===== config.mk =====
export PLATFORM = sky130hd
export DESIGN_NAME = i2c_scl_timer
export DESIGN_NICKNAME = d
export VERILOG_FILES = /design/src/rtl/i2c_scl_timer_pkg.sv /design/src/rtl/i2c_scl_timer_unpack.sv /design/src/rtl/i2c_scl_timer_count.sv /design/src/rtl/i2c_scl_timer_ctrl.sv /design/src/rtl/i2c_scl_timer.sv
export SDC_FILE = /design/constraint.sdc
export NUM_CORES = 1
export LEC_CHECK = 0
export CORE_ASPECT_RATIO = 0.7
export CORE_MARGIN = 2
export CORE_UTILIZATION = 45
export DETAILED_ROUTE_END_ITERATION = 16
export DONT_BUFFER_PORTS = 1
export PLACE_DENSITY_LB_ADDON = 0.12
export SETUP_SLACK_MARGIN = 0.3
export SLEW_MARGIN = 10
export SYNTH_ARGS = -nofsm -noshare
export SYNTH_HDL_FRONTEND = slang
export SYNTH_HIERARCHICAL = 1
export SYNTH_SLANG_ARGS = --single-unit

===== constraint.sdc =====
create_clock -name clk -period 4.8 [get_ports clk]
set_input_delay 0.72 -clock clk [delete_from_list [all_inputs] [get_ports clk]]
set_output_delay 0.72 -clock clk [all_outputs]
set_load 0.02 [all_outputs]

===== src/rtl/i2c_scl_timer_pkg.sv =====
package i2c_scl_timer_pkg;

  parameter int unsigned CNT_W = 10;

  typedef enum logic [2:0] {
    ST_IDLE  = 3'd0,
    ST_HOLD  = 3'd1,
    ST_LOW   = 3'd2,
    ST_HIGH  = 3'd3,
    ST_SLOW  = 3'd4,
    ST_SETUP = 3'd5,
    ST_BFREE = 3'd6
  } phase_e;

  typedef struct packed {
    logic [CNT_W-1:0] high_cnt;
    logic [CNT_W-1:0] rx_off;
    logic [CNT_W-1:0] low_cnt;
    logic [CNT_W-1:0] tx_off;
    logic [CNT_W-1:0] free_cnt;
    logic [CNT_W-1:0] lead_cnt;
  } tcfg_t;

endpackage


===== src/rtl/i2c_scl_timer_unpack.sv =====
module i2c_scl_timer_unpack
  import i2c_scl_timer_pkg::*;
#(
  parameter int unsigned WORD_W = 32
) (
  input  logic [WORD_W-1:0] hi_word,
  input  logic [WORD_W-1:0] lo_word,
  input  logic [WORD_W-1:0] bus_word,
  output tcfg_t             cfg
);

  localparam int unsigned HALF_W = WORD_W / 2;
  localparam int unsigned PAD_W  = HALF_W - CNT_W;

  // upper half of each word carries the phase length, lower half the offset
  assign cfg.high_cnt = hi_word[HALF_W +: CNT_W];
  assign cfg.rx_off   = hi_word[0 +: CNT_W];
  assign cfg.low_cnt  = lo_word[HALF_W +: CNT_W];
  assign cfg.tx_off   = lo_word[0 +: CNT_W];
  assign cfg.free_cnt = bus_word[HALF_W +: CNT_W];
  assign cfg.lead_cnt = bus_word[0 +: CNT_W];

  // padding bits above each field are don't-care
  logic unused_pad;
  assign unused_pad = ^{hi_word[WORD_W-1 -: PAD_W], hi_word[HALF_W-1 -: PAD_W],
                        lo_word[WORD_W-1 -: PAD_W], lo_word[HALF_W-1 -: PAD_W],
                        bus_word[WORD_W-1 -: PAD_W], bus_word[HALF_W-1 -: PAD_W]};

endmodule


===== src/rtl/i2c_scl_timer_count.sv =====
module i2c_scl_timer_count #(
  parameter int unsigned PH_W = 11
) (
  input  logic            clk,
  input  logic            rst_n,
  input  logic            restart,
  input  logic            adv,
  input  logic [PH_W-1:0] len,
  output logic [PH_W-1:0] cnt,
  output logic            last
);

  logic [PH_W-1:0] cnt_q;
  logic [PH_W-1:0] cnt_d;
  logic            cnt_en;

  always_comb begin
    cnt_en = restart || adv;
    cnt_d  = restart ? '0 : cnt_q + PH_W'(1);
    // >= keeps the phase bounded if the length shrinks mid-phase
    last   = adv && (cnt_q >= (len - PH_W'(1)));
  end

  always_ff @(posedge clk or negedge rst_n) begin
    if (!rst_n) begin
      cnt_q <= '0;
    end else if (cnt_en) begin
      cnt_q <= cnt_d;
    end
  end

  assign cnt = cnt_q;

  a_r6_restart_after_last: assert property (@(posedge clk) disable iff (!rst_n)
    last |=> (cnt_q == '0));

endmodule


===== src/rtl/i2c_scl_timer_ctrl.sv =====
module i2c_scl_timer_ctrl
  import i2c_scl_timer_pkg::*;
#(
  parameter int unsigned LOW_EXTRA  = 2,
  parameter int unsigned HIGH_EXTRA = 7,
  parameter int unsigned PH_W       = CNT_W + 1
) (
  input  logic            clk,
  input  logic            rst_n,
  input  tcfg_t           cfg,
  input  logic            cmd_start,
  input  logic            cmd_stop,
  input  logic            stretch_en,
  input  logic            scl_in,
  input  logic [PH_W-1:0] cnt,
  input  logic            last,
  output logic [PH_W-1:0] len,
  output logic            restart,
  output logic            adv,
  output logic            scl_oe,
  output logic            start_stb,
  output logic            fall_stb,
  output logic            launch_stb,
  output logic            rise_stb,
  output logic            sample_stb,
  output logic            stop_stb,
  output logic            stretching,
  output logic            bus_free
);

  phase_e state_q, state_d;
  logic   stop_q, stop_d;
  logic   in_low, in_high;

  function automatic logic [PH_W-1:0] min_one(input logic [CNT_W-1:0] v);
    return (v == '0) ? PH_W'(1) : PH_W'(v);
  endfunction

  always_comb begin
    in_low  = (state_q == ST_LOW) || (state_q == ST_SLOW);
    in_high = (state_q == ST_HIGH) || (state_q == ST_SETUP);
  end

  // phase length, including the fixed cycles added to each SCL phase
  always_comb begin
    case (state_q)
      ST_HOLD:           len = min_one(cfg.lead_cnt);
      ST_LOW, ST_SLOW:   len = PH_W'(cfg.low_cnt) + PH_W'(LOW_EXTRA);
      ST_HIGH, ST_SETUP: len = PH_W'(cfg.high_cnt) + PH_W'(HIGH_EXTRA);
      ST_BFREE:          len = min_one(cfg.free_cnt);
      default:           len = PH_W'(1);
    endcase
  end

  always_comb begin
    stretching = in_high && stretch_en && !scl_in;
    adv        = !stretching;
    restart    = (state_q == ST_IDLE) || last;
  end

  always_comb begin
    state_d = state_q;
    case (state_q)
      ST_IDLE:  if (cmd_start) state_d = ST_HOLD;
      ST_HOLD:  if (last) state_d = ST_LOW;
      ST_LOW:   if (last) state_d = ST_HIGH;
      ST_HIGH:  if (last) state_d = (stop_q || cmd_stop) ? ST_SLOW : ST_LOW;
      ST_SLOW:  if (last) state_d = ST_SETUP;
      ST_SETUP: if (last) state_d = ST_BFREE;
      ST_BFREE: if (last) state_d = ST_IDLE;
      default:  state_d = ST_IDLE;
    endcase
  end

  always_comb begin
    case (state_q)
      ST_HOLD, ST_LOW: stop_d = stop_q || cmd_stop;
      ST_HIGH:         stop_d = last ? 1'b0 : (stop_q || cmd_stop);
      default:         stop_d = 1'b0;
    endcase
  end

  always_ff @(posedge clk or negedge rst_n) begin
    if (!rst_n) begin
      state_q <= ST_IDLE;
      stop_q  <= 1'b0;
    end else begin
      state_q <= state_d;
      stop_q  <= stop_d;
    end
  end

  always_comb begin
    scl_oe     = in_low;
    bus_free   = (state_q == ST_IDLE);
    start_stb  = (state_q == ST_HOLD) && (cnt == '0);
    fall_stb   = in_low && (cnt == '0);
    launch_stb = in_low && (cnt == PH_W'(cfg.tx_off));
    rise_stb   = in_high && adv && (cnt == '0);
    sample_stb = (state_q == ST_HIGH) && adv && (cnt == PH_W'(cfg.rx_off));
    stop_stb   = (state_q == ST_SETUP) && last;
  end

  a_r3_start_follows_accept: assert property (@(posedge clk) disable iff (!rst_n)
    (cmd_start && bus_free) |=> start_stb);
  a_r10_start_ignored_busy: assert property (@(posedge clk) disable iff (!rst_n)
    (cmd_start && !bus_free) |=> !start_stb);
  a_r4_launch_in_low: assert property (@(posedge clk) disable iff (!rst_n)
    launch_stb |-> scl_oe);
  a_r5_sample_released: assert property (@(posedge clk) disable iff (!rst_n)
    sample_stb |-> !scl_oe);
  a_r8_free_waits: assert property (@(posedge clk) disable iff (!rst_n)
    stop_stb |=> !bus_free);
  a_r7_free_after_gap: assert property (@(posedge clk) disable iff (!rst_n)
    $rose(bus_free) |-> ($past(state_q) == ST_BFREE));
  a_r9_stretch_freezes: assert property (@(posedge clk) disable iff (!rst_n)
    stretching |=> $stable(cnt));

endmodule


===== src/rtl/i2c_scl_timer.sv =====
module i2c_scl_timer
  import i2c_scl_timer_pkg::*;
#(
  parameter int unsigned WORD_W     = 32,
  parameter int unsigned LOW_EXTRA  = 2,
  parameter int unsigned HIGH_EXTRA = 7
) (
  input  logic              clk,
  input  logic              rst_n,
  input  logic [WORD_W-1:0] cfg_high_word,
  input  logic [WORD_W-1:0] cfg_low_word,
  input  logic [WORD_W-1:0] cfg_bus_word,
  input  logic              cmd_start,
  input  logic              cmd_stop,
  input  logic              stretch_en,
  input  logic              scl_in,
  output logic              scl_oe,
  output logic              start_stb,
  output logic              fall_stb,
  output logic              launch_stb,
  output logic              rise_stb,
  output logic              sample_stb,
  output logic              stop_stb,
  output logic              stretching,
  output logic              bus_free
);

  localparam int unsigned PH_W = CNT_W + 1;

  // asynchronous assertion, synchronous release
  logic [1:0] rst_sync_q;
  logic       rst_ni;

  always_ff @(posedge clk or negedge rst_n) begin
    if (!rst_n) begin
      rst_sync_q <= 2'b00;
    end else begin
      rst_sync_q <= {rst_sync_q[0], 1'b1};
    end
  end
  assign rst_ni = rst_sync_q[1];

  tcfg_t           cfg;
  logic [PH_W-1:0] len;
  logic [PH_W-1:0] cnt;
  logic            restart;
  logic            adv;
  logic            last;

  i2c_scl_timer_unpack #(.WORD_W(WORD_W)) u_unpack (
    .hi_word  (cfg_high_word),
    .lo_word  (cfg_low_word),
    .bus_word (cfg_bus_word),
    .cfg      (cfg)
  );

  i2c_scl_timer_count #(.PH_W(PH_W)) u_count (
    .clk     (clk),
    .rst_n   (rst_ni),
    .restart (restart),
    .adv     (adv),
    .len     (len),
    .cnt     (cnt),
    .last    (last)
  );

  i2c_scl_timer_ctrl #(
    .LOW_EXTRA  (LOW_EXTRA),
    .HIGH_EXTRA (HIGH_EXTRA),
    .PH_W       (PH_W)
  ) u_ctrl (
    .clk        (clk),
    .rst_n      (rst_ni),
    .cfg        (cfg),
    .cmd_start  (cmd_start),
    .cmd_stop   (cmd_stop),
    .stretch_en (stretch_en),
    .scl_in     (scl_in),
    .cnt        (cnt),
    .last       (last),
    .len        (len),
    .restart    (restart),
    .adv        (adv),
    .scl_oe     (scl_oe),
    .start_stb  (start_stb),
    .fall_stb   (fall_stb),
    .launch_stb (launch_stb),
    .rise_stb   (rise_stb),
    .sample_stb (sample_stb),
    .stop_stb   (stop_stb),
    .stretching (stretching),
    .bus_free   (bus_free)
  );

  a_r1_free_means_released: assert property (@(posedge clk) disable iff (!rst_ni)
    bus_free |-> !scl_oe);

endmodule


==> impl_metrics.yaml, run 1 <==
status:
  outcome: "finished, final reports clean"
cells_and_area:
  nNetsFinal: 421
  final_cell_area_um2: 2660
  layout_common_cells: "xnor2_1 (30), nor2_1 (29), buf_4 (21)"
  layout_commonest_cell: "xnor2_1"
  fillerInstances: 622
  area_delta_synth_final_pct: -3.93
  n_antenna_cell: 0
  layout-drive-gt1-share_pct: 18.8
  utilization_pct: 45.6
timing:
  slew_viol_final: 0
  layout_min_cycle_time_ns: 4.48
  rsz0062_at_grt: "yes"
  setup_ws_ns: 0.320
  tightest_slew_ns: 1.02
  fin_crit_sh_pct: 93.3
  finClkSkew_ns: 0.00496
  slew_headroom_pct: 31.5
  setup_tns_ns: 0
  fmax_mhz: 223
  hold_violations: 0
  finalSetupViolations: 0
logic_synthesis:
  ys_ff_latch: 17
  synthCells: 350
  syn-num-nets: 467
  synth_top_family_by_area: "simple AND/OR/NAND/NOR gates"
  synthMuxAreaShare_pct: 2.35
  ys_types: 61
  synth-edff-count: 0
  ys_seq_area_share_pct: 15.3
  synth_compound_area_share_pct: 16.1
  yosysWarnings: 6
  syn_area_um2: 2770
  synth_fa_ha_area_share_pct: 7.13
  synth_simple_gate_area_share_pct: 22.3
  avgSynthCellArea_um2: 7.92
  synthFlopType: "dfrtp_1"
  ys_async_sr_fraction_pct: 100
  synthXorXnorAreaFrac_pct: 16.1
global_route:
  track_usage_pct: 18.9
  grt_pass1_vias: 2068
  antenna_found_initial: 0
  grt_max_degree: 19
  grtUsageMet1_pct: 30.6
  gr-max-usage-layer: "met1"
  grt_use_met2_pct: 25.7
  use_met3_pct: 4.64
  grt-ovfl-total: 0
  grt_pass1_wl_um: 10600
cts:
  ctsRootBufferMaster: "clkbuf_8"
  cts_buffer_depth: 2
  cts_tree: "done"
  clock_sinks: 17
  htree_levels: 1
  ctsHoldBuffers: 0
  clk_latency_ns: 0.25
  cts_made_buffers: 3
  path_clk_slew_ns: 0.06
placed_design:
  post_dp_cell_area_um2: 2470
  place_congestion: 0.842
  io_buffer_count: 0
  place_ws_ns: 0.0755
  hpwl_um: 5340
detailed_routing:
  routed_wl_um: 6700
  drt_iter0_drc: 143
  drtAntennaViolNets: 0
  vias_per_cell: 5.77
  drc: 0
  drt-pass1-iter-count: 6
  post_drt_wl_per_cell_um: 17.7
  vias: 2181
setup_path:
  worstSetupEndpointType: "output pin"
  worstPathCellList: "or4_4 > nor4_4 > o21ai_2 > o211ai_1 > inv_1 > ha_4 > nand3b_1 > xor2_1 > ha_1 > and3_4 > a221o_1 > a41oi_2 > o21ai_2 > inv_2 > nor3_2 > buf_4"
  r2r-end: "u_count/cnt[6]$_DFFE_PN0P_"
  crit_type: "input port to output pin"
  crit_path_frequent_cell: "o21ai_2"
  r2r_slack_ns: 0.48
  cp_max_fo: 3
  startpoint: "cfg_bus_word[7]"
  worstReg2RegStart: "u_ctrl/state_q[2]$_DFFE_PN0P_"
  arrival_ns: 3.76
  cp-start-kind: "input port"
  required_ns: 4.08
  cpMaxStageDelayCell: "or4_4"
  slowest_delay_ns: 0.54
  worst_r2r_path_depth: 19
floorplanning:
  die_w_um: 97.8
  core_um2: 5840
  die_h_um: 69.7
  ios: 111
  start_util_pct: 47.4
  die-area_um2: 6810
  num_rows: 23
power_and_ir_drop:
  vdd_drop_max_mv: 0.200
  powerDensity_nw_per_um2: 526
  power_mw: 1.40
  p_leak_nw: 1.01
worst_hold_path:
  hold_class: "input port to async pin"
job:
  drv_cap: 0
==> where the power goes <==
group	leakage, nW	internal [mW]	switching (mW)
logic	0.779	0.469	0.532
registers	0.211	0.183	0.108
clock network	0.0228	0.0588	0.0481
total	1.01	0.711	0.688
==> repair_timing <==
item | 4_1_cts | 5_1_grt
gates cloned | 0 | 0
pin swaps | 10 | 18
setup endpoints to repair | 1 | 7
resized for setup | 4 | 18
buffers inserted | 3 | 2
==> cell families after synthesis <==
| kind of cell | after synthesis |
|---|---|
| XOR/XNOR | 51 |
| other | 1 |
| AO/OA/AOI/OAI | 59 |
| adder cells (fa/ha/maj) | 16 |
| buffers and inverters | 85 |
| flip-flops | 17 |
| multiplexers | 5 |
| AND/OR/NAND/NOR | 116 |
==> cell type report <==
cell class	instances	area (um^2)	area share (%)
multi-input combinational	248	1890	71.1
clock buffer	4	45.0	1.69
timing repair buffer	21	158	5.92
tap	75	93.8	3.52
sequential	17	425	16.0
inverter	13	48.8	1.83
==> stage by stage <==
step | hold slack [ns] | std cells
after global placement | 0.278 | 369
after floorplan | 0.187 | 350
after detailed placement | 0.291 | 369
after CTS | 0.149 | 376
final | 0.162 | 378
after global routing | 0.136 | 378
==> state kept, by name (all words and copies together) (netlist names) <==
signal / count
rst_sync_q: 2
u_count/cnt: 11
u_ctrl/state_q: 3
u_ctrl/stop_q: 1
==> worst max-delay path: cells and delay by family <==
family | cells | cell delay [ns]
xor+xnor | 1 | 0.17
compound gates | 5 | 0.88
simple gates | 5 | 1.16
fa+ha+maj | 2 | 0.45
buf+inv | 3 | 0.37
==> synth_stat cells, drive strengths merged (3+ instances only) <==
library cell / n / area [um^2]
buf: 70 / 512
xnor2: 30 / 263
nor2: 29 / 109
xor2: 21 / 184
dfrtp: 17 / 425
nor3: 17 / 90.1
o21ai: 17 / 100
ha: 15 / 188
nand2: 14 / 52.6
inv: 13 / 48.8
nand4: 12 / 75.1
nor4: 10 / 68.8
a21oi: 8 / 40.0
nand3: 7 / 35.0
or3: 5 / 31.3
a22oi: 4 / 30.0
and3: 4 / 25.0
nand2b: 4 / 25.0
a211oi: 3 / 22.5
a21o: 3 / 22.5
a221oi: 3 / 26.3
nor2b: 3 / 18.8
o211ai: 3 / 27.5
o221ai: 3 / 26.3
==> worst max-delay path by stage <==
stage | to | depth (start not counted)
4_1_cts | stop_stb | 16
2_1_floorplan | u_count/cnt[6]$_DFFE_PN0P_ | 19
5_1_grt | stop_stb | 16
3_5_place_dp | u_count/cnt[6]$_DFFE_PN0P_ | 19
6_report | stop_stb | 16
3_3_place_gp | u_count/cnt[6]$_DFFE_PN0P_ | 19
==> layer usage <==
| layer | part of all wire, % | wire (um) |
|---|---|---|
| met1 | 50 | 3370 |
| met2 | 40 | 2700 |
| met3 | 9.2 | 617 |
| met4 | 0.15 | 10 |
| met5 | 0 | 0 |
Note: power is estimated with default switching activity, not from simulation.
==> run 2: changes to the inputs <==
--- a/config.mk
+++ b/config.mk
@@ -5,12 +5,14 @@
 export SDC_FILE = /design/constraint.sdc
 export NUM_CORES = 1
 export LEC_CHECK = 0
+export CAP_MARGIN = 20
 export CORE_ASPECT_RATIO = 0.7
 export CORE_MARGIN = 2
 export CORE_UTILIZATION = 45
 export DETAILED_ROUTE_END_ITERATION = 16
 export DONT_BUFFER_PORTS = 1
-export PLACE_DENSITY_LB_ADDON = 0.12
+export GPL_TIMING_DRIVEN = 1
+export PLACE_DENSITY = 0.65
 export SETUP_SLACK_MARGIN = 0.3
 export SLEW_MARGIN = 10
 export SYNTH_ARGS = -nofsm -noshare
==> run 2 against run 1 <==
Compared with the run above: die area did not move; fmax fell by 0.44%; cell count fell by 1.9%; critical path depth did not move; count of clock-buffer cells in the layout fell by 1; critical endpoint unchanged; largest cell class unchanged; largest power group unchanged.
==> impl_metrics.yaml, run 2 (synthesized netlist as in run 1, its figures left out) <==
placed_design:
  io_buffer_count: 0
  post_dp_cell_area_um2: 2420
  hpwl_um: 5170
  place_congestion: 0.833
timing:
  hold_violations: 0
  finClkSkew_ns: 0.00431
  fin_crit_sh_pct: 93.7
  finalSetupViolations: 0
  tightest_slew_ns: 1.01
  rsz0062_at_grt: "yes"
  slew_headroom_pct: 32.0
  layout_min_cycle_time_ns: 4.50
  fmax_mhz: 222
  setup_tns_ns: 0
  slew_viol_final: 0
cts:
  clock_sinks: 17
  cts_buffer_depth: 2
  ctsHoldBuffers: 0
  clk_latency_ns: 0.25
  ctsRootBufferMaster: "clkbuf_8"
  cts_tree: "done"
  htree_levels: 1
  cts_made_buffers: 3
  path_clk_slew_ns: 0.07
detailed_routing:
  routed-wl-met3_um: 649
  routed_wl_um: 6680
  vias: 2215
  wl_met2_um: 2810
  drtAntennaViolNets: 0
  drt_iter0_drc: 134
  post_drt_wl_per_cell_um: 18.0
  vias_per_cell: 5.97
  highest_layer: "met4"
  drc: 0
  drt-pass1-iter-count: 4
  routedLengthMet1_um: 3210
power_and_ir_drop:
  power_frac_comb_pct: 69.5
  p_int_mw: 0.680
  p_seq_share_pct: 22.6
  vdd_drop_max_mv: 0.155
  powerDensity_nw_per_um2: 515
  p_leak_nw: 0.989
  power_mw: 1.36
  p_clk_share_pct: 7.9
  switchingPower_mw: 0.682
  netSwitchingFraction_pct: 50.1
setup_path:
  required_ns: 4.08
  cp_top_family: "compound AO/OA/AOI/OAI gates"
  cp-start-kind: "input port"
  slowest_delay_ns: 0.53
  cpMaxStageDelayCell: "or4_4"
  arrival_ns: 3.78
  worstPathCellList: "or4_4 > nor4_4 > o21ai_1 > o211ai_1 > inv_1 > ha_4 > nor3b_4 > xnor2_1 > ha_1 > a21o_1 > a221o_1 > a41oi_2 > o21ai_2 > inv_2 > nor3_2 > buf_4"
  crit_type: "input port to output pin"
  worstSetupEndpointType: "output pin"
  cp.buffers_inverters: 3
  cp_max_fo: 3
floorplanning:
  core_um2: 5840
  die_h_um: 69.7
  num_rows: 23
  ios: 111
  start_util_pct: 47.4
  die_w_um: 97.8
  die-area_um2: 6810
global_route:
  grt_pass1_vias: 1994
  grt_max_degree: 23
  track_usage_pct: 18.4
  grt-ovfl-total: 0
  antenna_found_initial: 0
  grt_pass1_wl_um: 10300
cells_and_area:
  largest_reg_flops: 11
  layout_common_cells: "nor2_1 (29), xnor2_1 (29), xor2_1 (20)"
  n_antenna_cell: 0
  final_cell_area_um2: 2640
  layout-drive-gt1-share_pct: 19.3
  nNetsFinal: 414
  area_delta_synth_final_pct: -4.60
status:
  outcome: "finished, final reports clean"
job:
  drv_cap: 0
worst_hold_path:
  hold_class: "input port to async pin"
## run 2: cell types whose count changed in the layout (fill, tap and decap cells not counted), moves of 2 or more
cell,change
nor3_2,+2
dfrtp_1,-2
dfrtp_2,+2
buf_4,-8
## run 2: power by group through the flow
stage	Clock, mW	Combinational (mW)	Sequential (mW)
after floorplan	0	0.742	0.250
after global placement	0	0.796	0.302
after detailed placement	0	0.818	0.306
after CTS	0.113	0.867	0.305
after global routing	0.119	1.05	0.317
final	0.108	0.947	0.308
## run 2: final cells by class
| class | count | area [um^2] |
|---|---|---|
| inverters | 13 | 48.8 |
| fillers | 582 | 3200 |
| multi-input cells | 248 | 1920 |
| clock buffers | 3 | 41.3 |
| flip-flops and latches | 17 | 428 |
| clock inverters | 1 | 5.00 |
| well taps | 75 | 93.8 |
| repair buffers | 14 | 109 |
## run 2: through the flow
| stage | hold WS, ns | std cells | setup WS (ns) | utilization, % |
|---|---|---|---|---|
| after floorplan | 0.187 | 350 | 0.309 | - |
| after global placement | 0.291 | 362 | 0.132 | 41.5 |
| after detailed placement | 0.299 | 362 | 0.0840 | 41.5 |
| after CTS | 0.149 | 369 | 0.310 | 43.4 |
| after global routing | 0.144 | 371 | 0.136 | 45.3 |
| final | 0.158 | 371 | 0.301 | 45.3 |
## run 2: metal layers
metal,vias up,global-route usage (%)
li1,1078,-
met1,1033,28.4
met2,102,25.8
met3,2,5.65
met4,0,1.23
met5,-,0
## run 2: worst paths after layout
check	from	to	slack (ns)	depth (start not counted)
min reg2reg	rst_sync_q[1]$_DFF_PN0_	u_count/cnt[0]$_DFFE_PN0P_	0.27	0
max reg2reg	u_ctrl/state_q[1]$_DFFE_PN0P_	u_count/cnt[6]$_DFFE_PN0P_	0.52	18
min	rst_n	rst_sync_q[0]$_DFF_PN0_	0.16	0
min in group clk	rst_sync_q[0]$_DFF_PN0_	rst_sync_q[1]$_DFF_PN0_	0.35	0
max in group asynchronous	rst_sync_q[1]$_DFF_PN0_	u_ctrl/state_q[1]$_DFFE_PN0P_	4.08	0
max	cfg_bus_word[4]	stop_stb	0.30	16
## run 2: what timing repair did
action	4_1_cts	5_1_grt
pin swaps	3	9
gates resized for setup	10	18
buffers inserted	3	2
setup endpoints to repair	1	8
